**src/rtl/irq_router_pkg.sv**
```systemverilog
package irq_router_pkg;
  localparam int REG_IDX_W = 4;
  localparam int OP_W      = 2;
  localparam int ADDR_W    = REG_IDX_W + OP_W;
  localparam int NUM_CTL   = 7;

  localparam int IX_MODE0 = 0;
  localparam int IX_MODE1 = 1;
  localparam int IX_MODE2 = 2;
  localparam int IX_SRC   = 3;
  localparam int IX_ROUTE = 4;
  localparam int IX_WAKE  = 5;
  localparam int IX_MASK  = 6;
  localparam int IX_RISE  = 7;
  localparam int IX_FALL  = 8;
  localparam int IX_PEND0 = 9;
  localparam int IX_PEND1 = 10;
  localparam int IX_TEST  = 11;

  localparam logic [OP_W-1:0] OP_READ = 2'd0;
  localparam logic [OP_W-1:0] OP_SET  = 2'd1;
  localparam logic [OP_W-1:0] OP_CLR  = 2'd2;
  localparam logic [OP_W-1:0] OP_LOAD = 2'd3;

  localparam logic [2:0] MODE_RISE = 3'b001;
  localparam logic [2:0] MODE_FALL = 3'b010;
  localparam logic [2:0] MODE_BOTH = 3'b011;
  localparam logic [2:0] MODE_HIGH = 3'b101;
  localparam logic [2:0] MODE_LOW  = 3'b110;

  typedef struct packed {
    logic [REG_IDX_W-1:0] regIdx;
    logic                 rdEn;
    logic                 setEn;
    logic                 clrEn;
    logic                 loadEn;
  } strobe_t;
endpackage

```
**src/rtl/irq_router_ctrl.sv**
```systemverilog
module irq_router_ctrl
  import irq_router_pkg::*;
(
  input  logic              wrEn,
  input  logic [ADDR_W-1:0] addr,
  output strobe_t           stb
);
  logic [REG_IDX_W-1:0] idx;
  logic [OP_W-1:0]      op;
  logic                 isCtl;
  logic                 isLatch;

  assign idx     = addr[ADDR_W-1:OP_W];
  assign op      = addr[OP_W-1:0];
  assign isCtl   = idx < REG_IDX_W'(NUM_CTL);
  assign isLatch = (idx == REG_IDX_W'(IX_RISE)) || (idx == REG_IDX_W'(IX_FALL));

  always_comb begin
    stb.regIdx = idx;
    stb.rdEn   = (op == OP_READ);
    stb.setEn  = wrEn && (op == OP_SET) && isCtl;
    stb.clrEn  = wrEn && (op == OP_CLR) && (isCtl || isLatch);
    stb.loadEn = wrEn && (op == OP_LOAD) && (idx == REG_IDX_W'(IX_TEST));
  end

  always_comb begin
    assert_strobe_excl_R3: assert ($countones({stb.setEn, stb.clrEn, stb.loadEn}) <= 1)
      else $error("more than one write strobe");
  end
endmodule

```
**src/rtl/irq_router_dp.sv**
```systemverilog
module irq_router_dp
  import irq_router_pkg::*;
#(
  parameter int NSRC = 32
) (
  input  logic            clk,
  input  logic            rstN,
  input  strobe_t         stb,
  input  logic [NSRC-1:0] wrData,
  input  logic [NSRC-1:0] srcIn,
  output logic [NSRC-1:0] rdData,
  output logic            irqReq0,
  output logic            irqReq1,
  output logic            wakeOut
);
  logic [NSRC-1:0] ctlReg [NUM_CTL];
  logic [NSRC-1:0] syncA, syncB, syncPrev;
  logic [NSRC-1:0] riseLat, fallLat, testReg;
  logic [NSRC-1:0] riseArm, fallArm, lvlHi, lvlLo;
  logic [NSRC-1:0] riseHit, fallHit, riseClr, fallClr;
  logic [NSRC-1:0] active, pend0, pend1;

  for (genvar g = 0; g < NUM_CTL; g++) begin : gCtl
    always_ff @(posedge clk or negedge rstN) begin
      if (!rstN)
        ctlReg[g] <= '0;
      else if (stb.setEn && stb.regIdx == REG_IDX_W'(g))
        ctlReg[g] <= ctlReg[g] | wrData;
      else if (stb.clrEn && stb.regIdx == REG_IDX_W'(g))
        ctlReg[g] <= ctlReg[g] & ~wrData;
    end
  end

  always_ff @(posedge clk or negedge rstN) begin
    if (!rstN) begin
      syncA    <= '0;
      syncB    <= '0;
      syncPrev <= '0;
    end else begin
      syncA    <= srcIn;
      syncB    <= syncA;
      syncPrev <= syncB;
    end
  end

  always_comb begin
    logic [2:0] mode;
    for (int i = 0; i < NSRC; i++) begin
      mode = {ctlReg[IX_MODE2][i], ctlReg[IX_MODE1][i], ctlReg[IX_MODE0][i]};
      riseArm[i] = (mode == MODE_RISE) || (mode == MODE_BOTH);
      fallArm[i] = (mode == MODE_FALL) || (mode == MODE_BOTH);
      lvlHi[i]   = (mode == MODE_HIGH);
      lvlLo[i]   = (mode == MODE_LOW);
    end
  end

  assign riseHit = syncB & ~syncPrev & riseArm;
  assign fallHit = ~syncB & syncPrev & fallArm;
  assign riseClr = (stb.clrEn && stb.regIdx == REG_IDX_W'(IX_RISE)) ? wrData : '0;
  assign fallClr = (stb.clrEn && stb.regIdx == REG_IDX_W'(IX_FALL)) ? wrData : '0;

  always_ff @(posedge clk or negedge rstN) begin
    if (!rstN) begin
      riseLat <= '0;
      fallLat <= '0;
      testReg <= '0;
    end else begin
      riseLat <= (riseLat & ~riseClr) | riseHit;
      fallLat <= (fallLat & ~fallClr) | fallHit;
      if (stb.loadEn) testReg <= wrData;
    end
  end

  assign active = (lvlHi & syncB) | (lvlLo & ~syncB)
                | (riseArm & riseLat) | (fallArm & fallLat);
  assign pend0  = active & ctlReg[IX_MASK] & ctlReg[IX_ROUTE];
  assign pend1  = active & ctlReg[IX_MASK] & ~ctlReg[IX_ROUTE];

  assign irqReq0 = |pend0;
  assign irqReq1 = |pend1;
  assign wakeOut = |(active & ctlReg[IX_WAKE]);

  always_comb begin
    rdData = '0;
    if (stb.rdEn) begin
      if (stb.regIdx < REG_IDX_W'(NUM_CTL))
        rdData = ctlReg[stb.regIdx[2:0]];
      else if (stb.regIdx == REG_IDX_W'(IX_RISE))  rdData = riseLat;
      else if (stb.regIdx == REG_IDX_W'(IX_FALL))  rdData = fallLat;
      else if (stb.regIdx == REG_IDX_W'(IX_PEND0)) rdData = pend0;
      else if (stb.regIdx == REG_IDX_W'(IX_PEND1)) rdData = pend1;
      else if (stb.regIdx == REG_IDX_W'(IX_TEST))  rdData = testReg;
    end
  end

  assert_set_sticks_R3: assert property (@(posedge clk) disable iff (!rstN)
    (stb.setEn && stb.regIdx == REG_IDX_W'(IX_MASK)) |=> (($past(wrData) & ~ctlReg[IX_MASK]) == '0))
    else $error("set bits missing from mask");

  assert_idle_quiet_R2: assert property (@(posedge clk) disable iff (!rstN)
    ((ctlReg[IX_MODE0] | ctlReg[IX_MODE1] | ctlReg[IX_MODE2]) == '0) |-> !(irqReq0 || irqReq1 || wakeOut))
    else $error("output from all-disabled sources");

  assert_route_R5: assert property (@(posedge clk) disable iff (!rstN)
    irqReq0 |-> (ctlReg[IX_ROUTE] != '0))
    else $error("request 0 with nothing routed to it");

  assert_mask_gate_R7: assert property (@(posedge clk) disable iff (!rstN)
    (ctlReg[IX_MASK] == '0) |-> !(irqReq0 || irqReq1))
    else $error("request while all masked");

  assert_edge_wins_R8: assert property (@(posedge clk) disable iff (!rstN)
    1'b1 |=> (($past(riseHit) & ~riseLat) == '0))
    else $error("rising edge lost");
endmodule

```
**src/rtl/irq_router.sv**
```systemverilog
module irq_router
  import irq_router_pkg::*;
#(
  parameter int NSRC = 32
) (
  input  logic              clk,
  input  logic              rstN,
  input  logic              wrEn,
  input  logic [ADDR_W-1:0] addr,
  input  logic [NSRC-1:0]   wrData,
  output logic [NSRC-1:0]   rdData,
  input  logic [NSRC-1:0]   srcIn,
  output logic              irqReq0,
  output logic              irqReq1,
  output logic              wakeOut
);
  strobe_t stb;

  irq_router_ctrl uCtrl (
    .wrEn (wrEn),
    .addr (addr),
    .stb  (stb)
  );

  irq_router_dp #(.NSRC(NSRC)) uDp (
    .clk     (clk),
    .rstN    (rstN),
    .stb     (stb),
    .wrData  (wrData),
    .srcIn   (srcIn),
    .rdData  (rdData),
    .irqReq0 (irqReq0),
    .irqReq1 (irqReq1),
    .wakeOut (wakeOut)
  );
endmodule

```
**config.mk**
```make
export PLATFORM = sky130hd
export DESIGN_NAME = irq_router
export DESIGN_NICKNAME = d
export VERILOG_FILES = /design/src/rtl/irq_router_pkg.sv /design/src/rtl/irq_router_ctrl.sv /design/src/rtl/irq_router_dp.sv /design/src/rtl/irq_router.sv
export SDC_FILE = /design/constraint.sdc
export NUM_CORES = 1
export LEC_CHECK = 0
export ABC_AREA = 1
export BUFFER_PORTS_ARGS = -buffer_cell sky130_fd_sc_hd__clkbuf_2
export CORE_MARGIN = 4
export CORE_UTILIZATION = 45
export DETAILED_ROUTE_END_ITERATION = 6
export MAX_ROUTING_LAYER = met4
export PLACE_DENSITY = 0.68
export SLEW_MARGIN = 20
export SYNTH_ARGS = -nofsm -noshare
export SYNTH_HDL_FRONTEND = slang
export SYNTH_SLANG_ARGS = --single-unit
export TNS_END_PERCENT = 50
```
**constraint.sdc**
```tcl
create_clock -name clk -period 2.7 [get_ports clk]
set_input_delay 0.675 -clock clk [delete_from_list [all_inputs] [get_ports clk]]
set_output_delay 0.675 -clock clk [all_outputs]
set_load 0.05 [all_outputs]
```
==> out/results.txt, run 1 <==
Status -> finished with violations
Failing checks -> DRC, setup timing
Yosys top cell by area -> dfrtp_1
Total track usage -> 31.63%
CP max FO -> 3
Layout cell share with drive strength beyond 1 -> 27.76%
Synthesized Nets -> 2635
Slowest CP cell -> dfrtp_1
DR WL/cell -> 22.72 um
Sequential Power Share -> 43.9%
Via/cell ratio -> 6.087
Top-Level Pins -> 108
Most used cell along the critical path -> nand2_1
Clock power share -> 39.3%
Worst EP arrival -> 2.33 ns
P_sw -> 4.949 mW
TritonCTS clock tree -> done
Overall power -> 16.74 mW
Die Ht -> 221.0 um
Crit-path cells -> inv_1 -> nand2_1 -> nand3_1 -> nand3_2 -> nand3_2 -> nand2_1 -> nor2_2 -> nand2_1 -> nor2_1 -> nand2_2 -> clkbuf_16
Worst rel slew slack -> 64.05%
Most frequent cells after synthesis -> nand2_1, dfrtp_1, o21ai_0, nand3_1, inv_1
Final setup fails -> 35
Setup crit end kind -> output port
Synth-to-layout area growth -> 33.03%
Syn Std Cell Area -> 20410 um2
H-Tree Depth -> 2
Finished Layout Cells -> 3441
Final Cell Area -> 27150 um2
Fin. Hold Viols -> 0
Number of synthesized flops with an enable pin -> 0
Leak -> 12.13 nW
Fillers -> 3784
RSZ-0062 raised after global routing -> true
Post-synthesis sequential area ratio -> 51.00%
Post-synth top area share -> 51.00%
Combinational fraction of design power -> 16.8%
Main synth FF type -> dfrtp_1
Die area -> 48830 um2
Port bufs -> 107
Synth top area cells -> dfrtp_1, nand2_1, o21ai_0
Peak supply drop -> 0.4948 mV
Die W -> 221.0 um
Setup crit start kind -> flop
Fin crit share -> 111.2%
CTS Buf Count -> 46
CP peak stage delay -> 0.44 ns
Post-Syn Instances -> 2562
Synthesized area per cell -> 7.967 um2
Pre-CTS setup slack -> -0.3044 ns
Slew Limit Fails -> 0
P_int -> 11.79 mW
Clk slew on worst S/H paths -> 0.07 ns
Final min period -> 3.001 ns
Power per cell area -> 616.6 nW/um2
CTS max path bufs -> 3
Util after Layout -> 61.01%
Hold Buf Count CTS -> 0
Fmax -> 0.3332 GHz
DRC viols -> 3
DR iter-0 viols -> 2812
Skew-Pair Late Insertion Delay -> 0.60 ns
Distinct cells, synth -> 38
Fin Setup TNS -> -6.162 ns
Antenna violations before repair -> 0
Yosys reg bits -> 416
Vias in the first global route -> 20250
Core area -> 44510 um2
Switching Fraction -> 29.56%
CTS Root Cell -> clkbuf_16
Worst Max-Slew Pin Slew -> 0.5372 ns
Grt ovf -> 0
Worst Setup SP -> uDp.syncB[11]
Ant. Diodes -> 0
Post-route ant nets -> 0
Asr flop ratio synth -> 100.0%
First-pass DRT Iterations -> 7
DP Cell Count -> 3272
Max-capacitance violation count -> 0
Setup CP Type -> reg -> out
Count leader, synth -> nand2_1
Dpl hpwl -> 49450 um
Hold WS -> 0.04176 ns
Row count -> 77
Fin nets -> 2887
Largest net degree at the start of global routing -> 77
Area post-placement -> 23590 um2
Total number of vias -> 20950
First-pass GRT wire length -> 118400 um
Clock skew -> 0.02460 ns
Hold Path Class -> in -> async
Yosys warnings -> 0
Gpl congestion -> 0.9582
Initial Utilization -> 45.86%
Worst setup margin -> -0.3015 ns
Num Clock Sinks -> 416
Required time of the critical path -> 2.03 ns
Drt total wl -> 78180 um
-- cell usage in the layout, fill, tap and decap left out, drive strengths merged, types with 16 or more instances in the layout --
master	n
nand3	265
nand2	594
clkbuf	137
o22ai	45
nor2	102
buf	266
inv	206
a21oi	107
o41ai	32
o2111ai	16
dfrtp	416
or2	19
o211ai	21
o21ai	564
-- timing repair --
item                                   4_1_cts  5_1_grt
resized for setup                          208      196
endpoints found under the hold margin        0        0
gates cloned                                 1        1
buffers inserted                            47       37
setup endpoints to repair                   35       35
pin swaps                                   85      106
-- power groups by stage --
stage	Sequential (mW)	Clock, mW	Combinational [mW]
finish	7.35	6.58	2.81
global route	7.42	6.92	3.05
CTS	7.29	6.64	2.54
detailed placement	7.39	0	2.27
global placement	7.37	0	2.20
floorplan	7.24	0	1.37
-- worst max-delay path, delay by kind of cell (launching register included) --
family,cells,cell delay (ns)
and+or+nand+nor,9,0.97
DFF,1,0.44
buffers and inverters,2,0.32
-- routing by layer --
metal	track usage (%)	share of wire [%]
met5	-	0
met4	14.88	5.4
met3	6.056	10
met2	47.70	45
met1	41.57	39
-- final timing paths --
path | to | slack (ns) | cells after the start
setup / recovery | irqReq1 | -0.30 | 11
hold / removal | asynchronous set/reset pin | 0.04 | 1
setup reg to reg | uDp.riseLat[18] | 1.52 | 4
hold reg to reg | uDp.syncB[14] | 0.34 | 0
max in group asynchronous | asynchronous set/reset pin | 1.80 | 2
min in group clk | uDp.syncA[19] | 0.18 | 1
-- cell families after synthesis --
kind of cell	count (synthesis)	share of synthesized area [%]
AO/OA/AOI/OAI	802	21.33
buffers and inverters	342	6.639
flip-flops	416	51.00
AND/OR/NAND/NOR	1002	21.03
-- final cells by class --
cell class | instances | area (um2) | area share (%)
Sequential cell | 416 | 10440 | 38.46
Multi-Input combinational cell | 1804 | 10070 | 37.10
Clock inverter | 19 | 247.7 | 0.9124
Tap cell | 592 | 740.7 | 2.728
Clock buffer | 64 | 1319 | 4.857
Timing Repair Buffer | 339 | 3513 | 12.94
Inverter | 207 | 815.8 | 3.004
(Power assumes the default switching activity.)
==> run 2, diff against run 1 <==
--- a/config.mk
+++ b/config.mk
@@ -6,12 +6,12 @@
 export NUM_CORES = 1
 export LEC_CHECK = 0
 export ABC_AREA = 1
-export BUFFER_PORTS_ARGS = -buffer_cell sky130_fd_sc_hd__clkbuf_2
 export CORE_MARGIN = 4
 export CORE_UTILIZATION = 45
 export DETAILED_ROUTE_END_ITERATION = 6
+export DONT_BUFFER_PORTS = 1
 export MAX_ROUTING_LAYER = met4
-export PLACE_DENSITY = 0.68
+export PLACE_DENSITY = 0.66
 export SLEW_MARGIN = 20
 export SYNTH_ARGS = -nofsm -noshare
 export SYNTH_HDL_FRONTEND = slang
==> out/results.txt, run 2 (synthesized netlist as in run 1, its figures left out) <==
Final min period -> 2.956 ns (-0.04525 ns)
Dpl hpwl -> 46930 um (-5.1%)
Worst Max-Slew Pin Slew -> 0.7653 ns (+0.2281 ns)
Required time of the critical path -> 2.03 ns (about the same)
Max-capacitance violation count -> 0 (unchanged)
DR iter-0 viols -> 2523 (-10%)
Setup crit start kind -> flop
Core area -> 44510 um2 (unchanged)
RSZ-0062 raised after global routing -> true
Row count -> 77 (unchanged)
Fin crit share -> 109.5% (-1.7 points)
Slew Limit Fails -> 0 (unchanged)
Antenna violations before repair -> 0 (unchanged)
Largest net degree at the start of global routing -> 417 (+440%)
DP Cell Count -> 3159 (-3.5%)
Worst EP arrival -> 2.28 ns (-0.05 ns)
Setup crit end kind -> output port
Status -> finished with violations
Total track usage -> 30.30% (-1.3 points)
Die area -> 48830 um2 (unchanged)
Total number of vias -> 20240 (-3.3%)
Die Ht -> 221.0 um (unchanged)
CTS max path bufs -> 3 (unchanged)
Post-Route M1 WL -> 30240 um (-0.13%)
Worst rel slew slack -> 48.98% (-15 points)
CTS Root Cell -> clkbuf_16
Clock power share -> 38.8% (-0.5 points)
Fillers -> 3849 (+1.7%)
Num Clock Sinks -> 416 (unchanged)
DR WL/cell -> 22.55 um (-0.75%)
P_sw -> 4.630 mW (-6.4%)
Drt total wl -> 75210 um (-3.8%)
Hold Path Class -> in -> async
Failing checks -> DRC, hold timing, setup timing
Crit-path cells -> nand3_1 -> nand2_2 -> nand2_2 -> nand3_4 -> nand2_1 -> nand2_1 -> nor2_4 -> nand2_1 -> nor2_2 -> nand2_2 -> buf_8
Ant. Diodes -> 0 (unchanged)
Met2 WL post-DR -> 34230 um (-3.6%)
Top-Level Pins -> 108 (unchanged)
Clock skew -> 0.01692 ns (-0.007682 ns)
Leak -> 11.50 nW (-5.1%)
Power per cell area -> 616.7 nW/um2 (about the same)
DRC viols -> 1 (-2)
Fin nets -> 2783 (-3.6%)
Hold WS -> -0.1867 ns (-0.2285 ns)
First-pass GRT wire length -> 113100 um (-4.4%)
Cell family with most CP delay -> simple AND/OR/NAND/NOR gates
Util after Layout -> 58.56% (-2.4 points)
Initial Utilization -> 45.86% (unchanged)
Port bufs -> 0 (-100%)
Skew-Pair Late Insertion Delay -> 0.59 ns (about the same)
Buf+Inv Stages, Crit Path -> 1 (-1)
Fmax -> 0.3383 GHz (+1.5%)
Vias in the first global route -> 19150 (-5.4%)
Via/cell ratio -> 6.070 (-0.27%)
Sequential Power Share -> 45.8% (+1.9 points)
Area taken by multi-input logic gates -> 10130 um2 (+0.61%)
Highest routed layer -> met4
Most frequent cells in the layout -> nand2_1, dfrtp_1, o21ai_0, o21ai_1, buf_4
Most common cell after layout, fill and taps aside -> nand2_1
Post-route ant nets -> 0 (unchanged)
Synth-to-layout area growth -> 27.70%
Reg area -> 10440 um2 (unchanged)
P_int -> 11.44 mW (-3.0%)
TritonCTS clock tree -> done
Switching Fraction -> 28.80% (-0.75 points)
Worst setup margin -> -0.2562 ns (+0.04525 ns)
CTS Buf Count -> 47 (+2.2%)
WL met3 -> 7543 um (-7.1%)
Clk slew on worst S/H paths -> 0.05 ns (-0.02 ns)
Peak supply drop -> 0.5140 mV (+3.9%)
Final setup fails -> 35 (unchanged)
CP max FO -> 6 (+3)
CP peak stage delay -> 0.46 ns (+0.02 ns)
Setup CP Type -> reg -> out
Die W -> 221.0 um (unchanged)
Finished Layout Cells -> 3335 (-3.1%)
Overall power -> 16.07 mW (-4.0%)
First-pass DRT Iterations -> 7 (unchanged)
Layout cell share with drive strength beyond 1 -> 25.48% (-2.3 points)
R2r setup slk -> 1.03 ns (-0.49 ns)
Gpl congestion -> 0.9228 (-3.7%)
Grt ovf -> 0 (unchanged)
Slowest CP cell -> dfrtp_2
Fin. Hold Viols -> 416 (+416)
Combinational fraction of design power -> 15.5% (-1.3 points)
H-Tree Depth -> 2 (unchanged)
[run 2: cell types whose count changed in the layout (fill, tap and decap cells not counted), moves of 9 or more]
cell      change
buf_12       -21
buf_6        -11
clkbuf_1      +9
clkbuf_2     -67
inv_2         +9
nand2_1      -11
nand2_2      +15
o21ai_1      -11
[run 2: worst register-to-register path: stages (launching register included)]
cell	delay, ns
dfrtp_2	0.42
inv_2	0.07
buf_4	0.13
buf_4	0.12
buf_4	0.12
buf_4	0.11
buf_4	0.12
buf_4	0.12
buf_4	0.12
o41ai_1	0.24
[run 2: what timing repair did]
action	in CTS	in global routing
gates resized for setup	185	196
buffers inserted	65	29
setup endpoints to repair	35	35
pin swaps	68	119
hold endpoints to repair	416	416
[run 2: worst paths after layout]
| check | depth (start not counted) | to | start |
|---|---|---|---|
| min in group clk | 0 | uDp.syncA[9] | srcIn[9] |
| worst min-delay path | 0 | uDp.syncA[2] | rstN |
| worst max-delay path | 11 | wakeOut | flop |
| worst min register to register | 0 | uDp.syncB[5] | uDp.syncA[5] |
| worst max register to register | 9 | uDp.riseLat[21] | flop |
| max in group asynchronous | 0 | asynchronous set/reset pin | rstN |
[run 2: metal layers]
layer | vias to the layer above | global-route usage [%]
met5 | - | -
met4 | 0 | 12.82
met3 | 234 | 4.877
met2 | 1152 | 45.86
met1 | 9799 | 40.88
li1 | 9059 | -
[run 2: final cells by class]
type,instances,share of cell area (%)
Sequential cell,416,40.07
Multi-Input combinational cell,1804,38.88
Tap cell,592,2.842
Timing Repair Buffer,234,9.481
Clock inverter,7,0.2304
Inverter,207,3.068
Clock buffer,75,5.425
[run 2: power groups by stage]
| stage | clock [mW] | combinational, mW | sequential [mW] |
|---|---|---|---|
| floorplan | 0 | 1.37 | 7.24 |
| global placement | 0 | 1.92 | 7.37 |
| detailed placement | 0 | 1.98 | 7.39 |
| CTS | 6.31 | 2.25 | 7.29 |
| global route | 6.57 | 2.70 | 7.42 |
| finish | 6.23 | 2.49 | 7.36 |
[run 2: stage by stage]
step                      setup slack (ns)  setup TNS (ns)  cell area (um2)  hold slack [ns]
after global routing               -0.3323          -8.010            26060          -0.2066
final                              -0.2562          -4.561            26060          -0.1867
after CTS                          -0.2310          -4.895            25200          -0.2202
after detailed placement          -0.04332         -0.2680            22700           0.3347
after global placement             -0.1125         -0.2093            22700           0.3324
after floorplan                  -0.006317       -0.007676            20800           0.3312
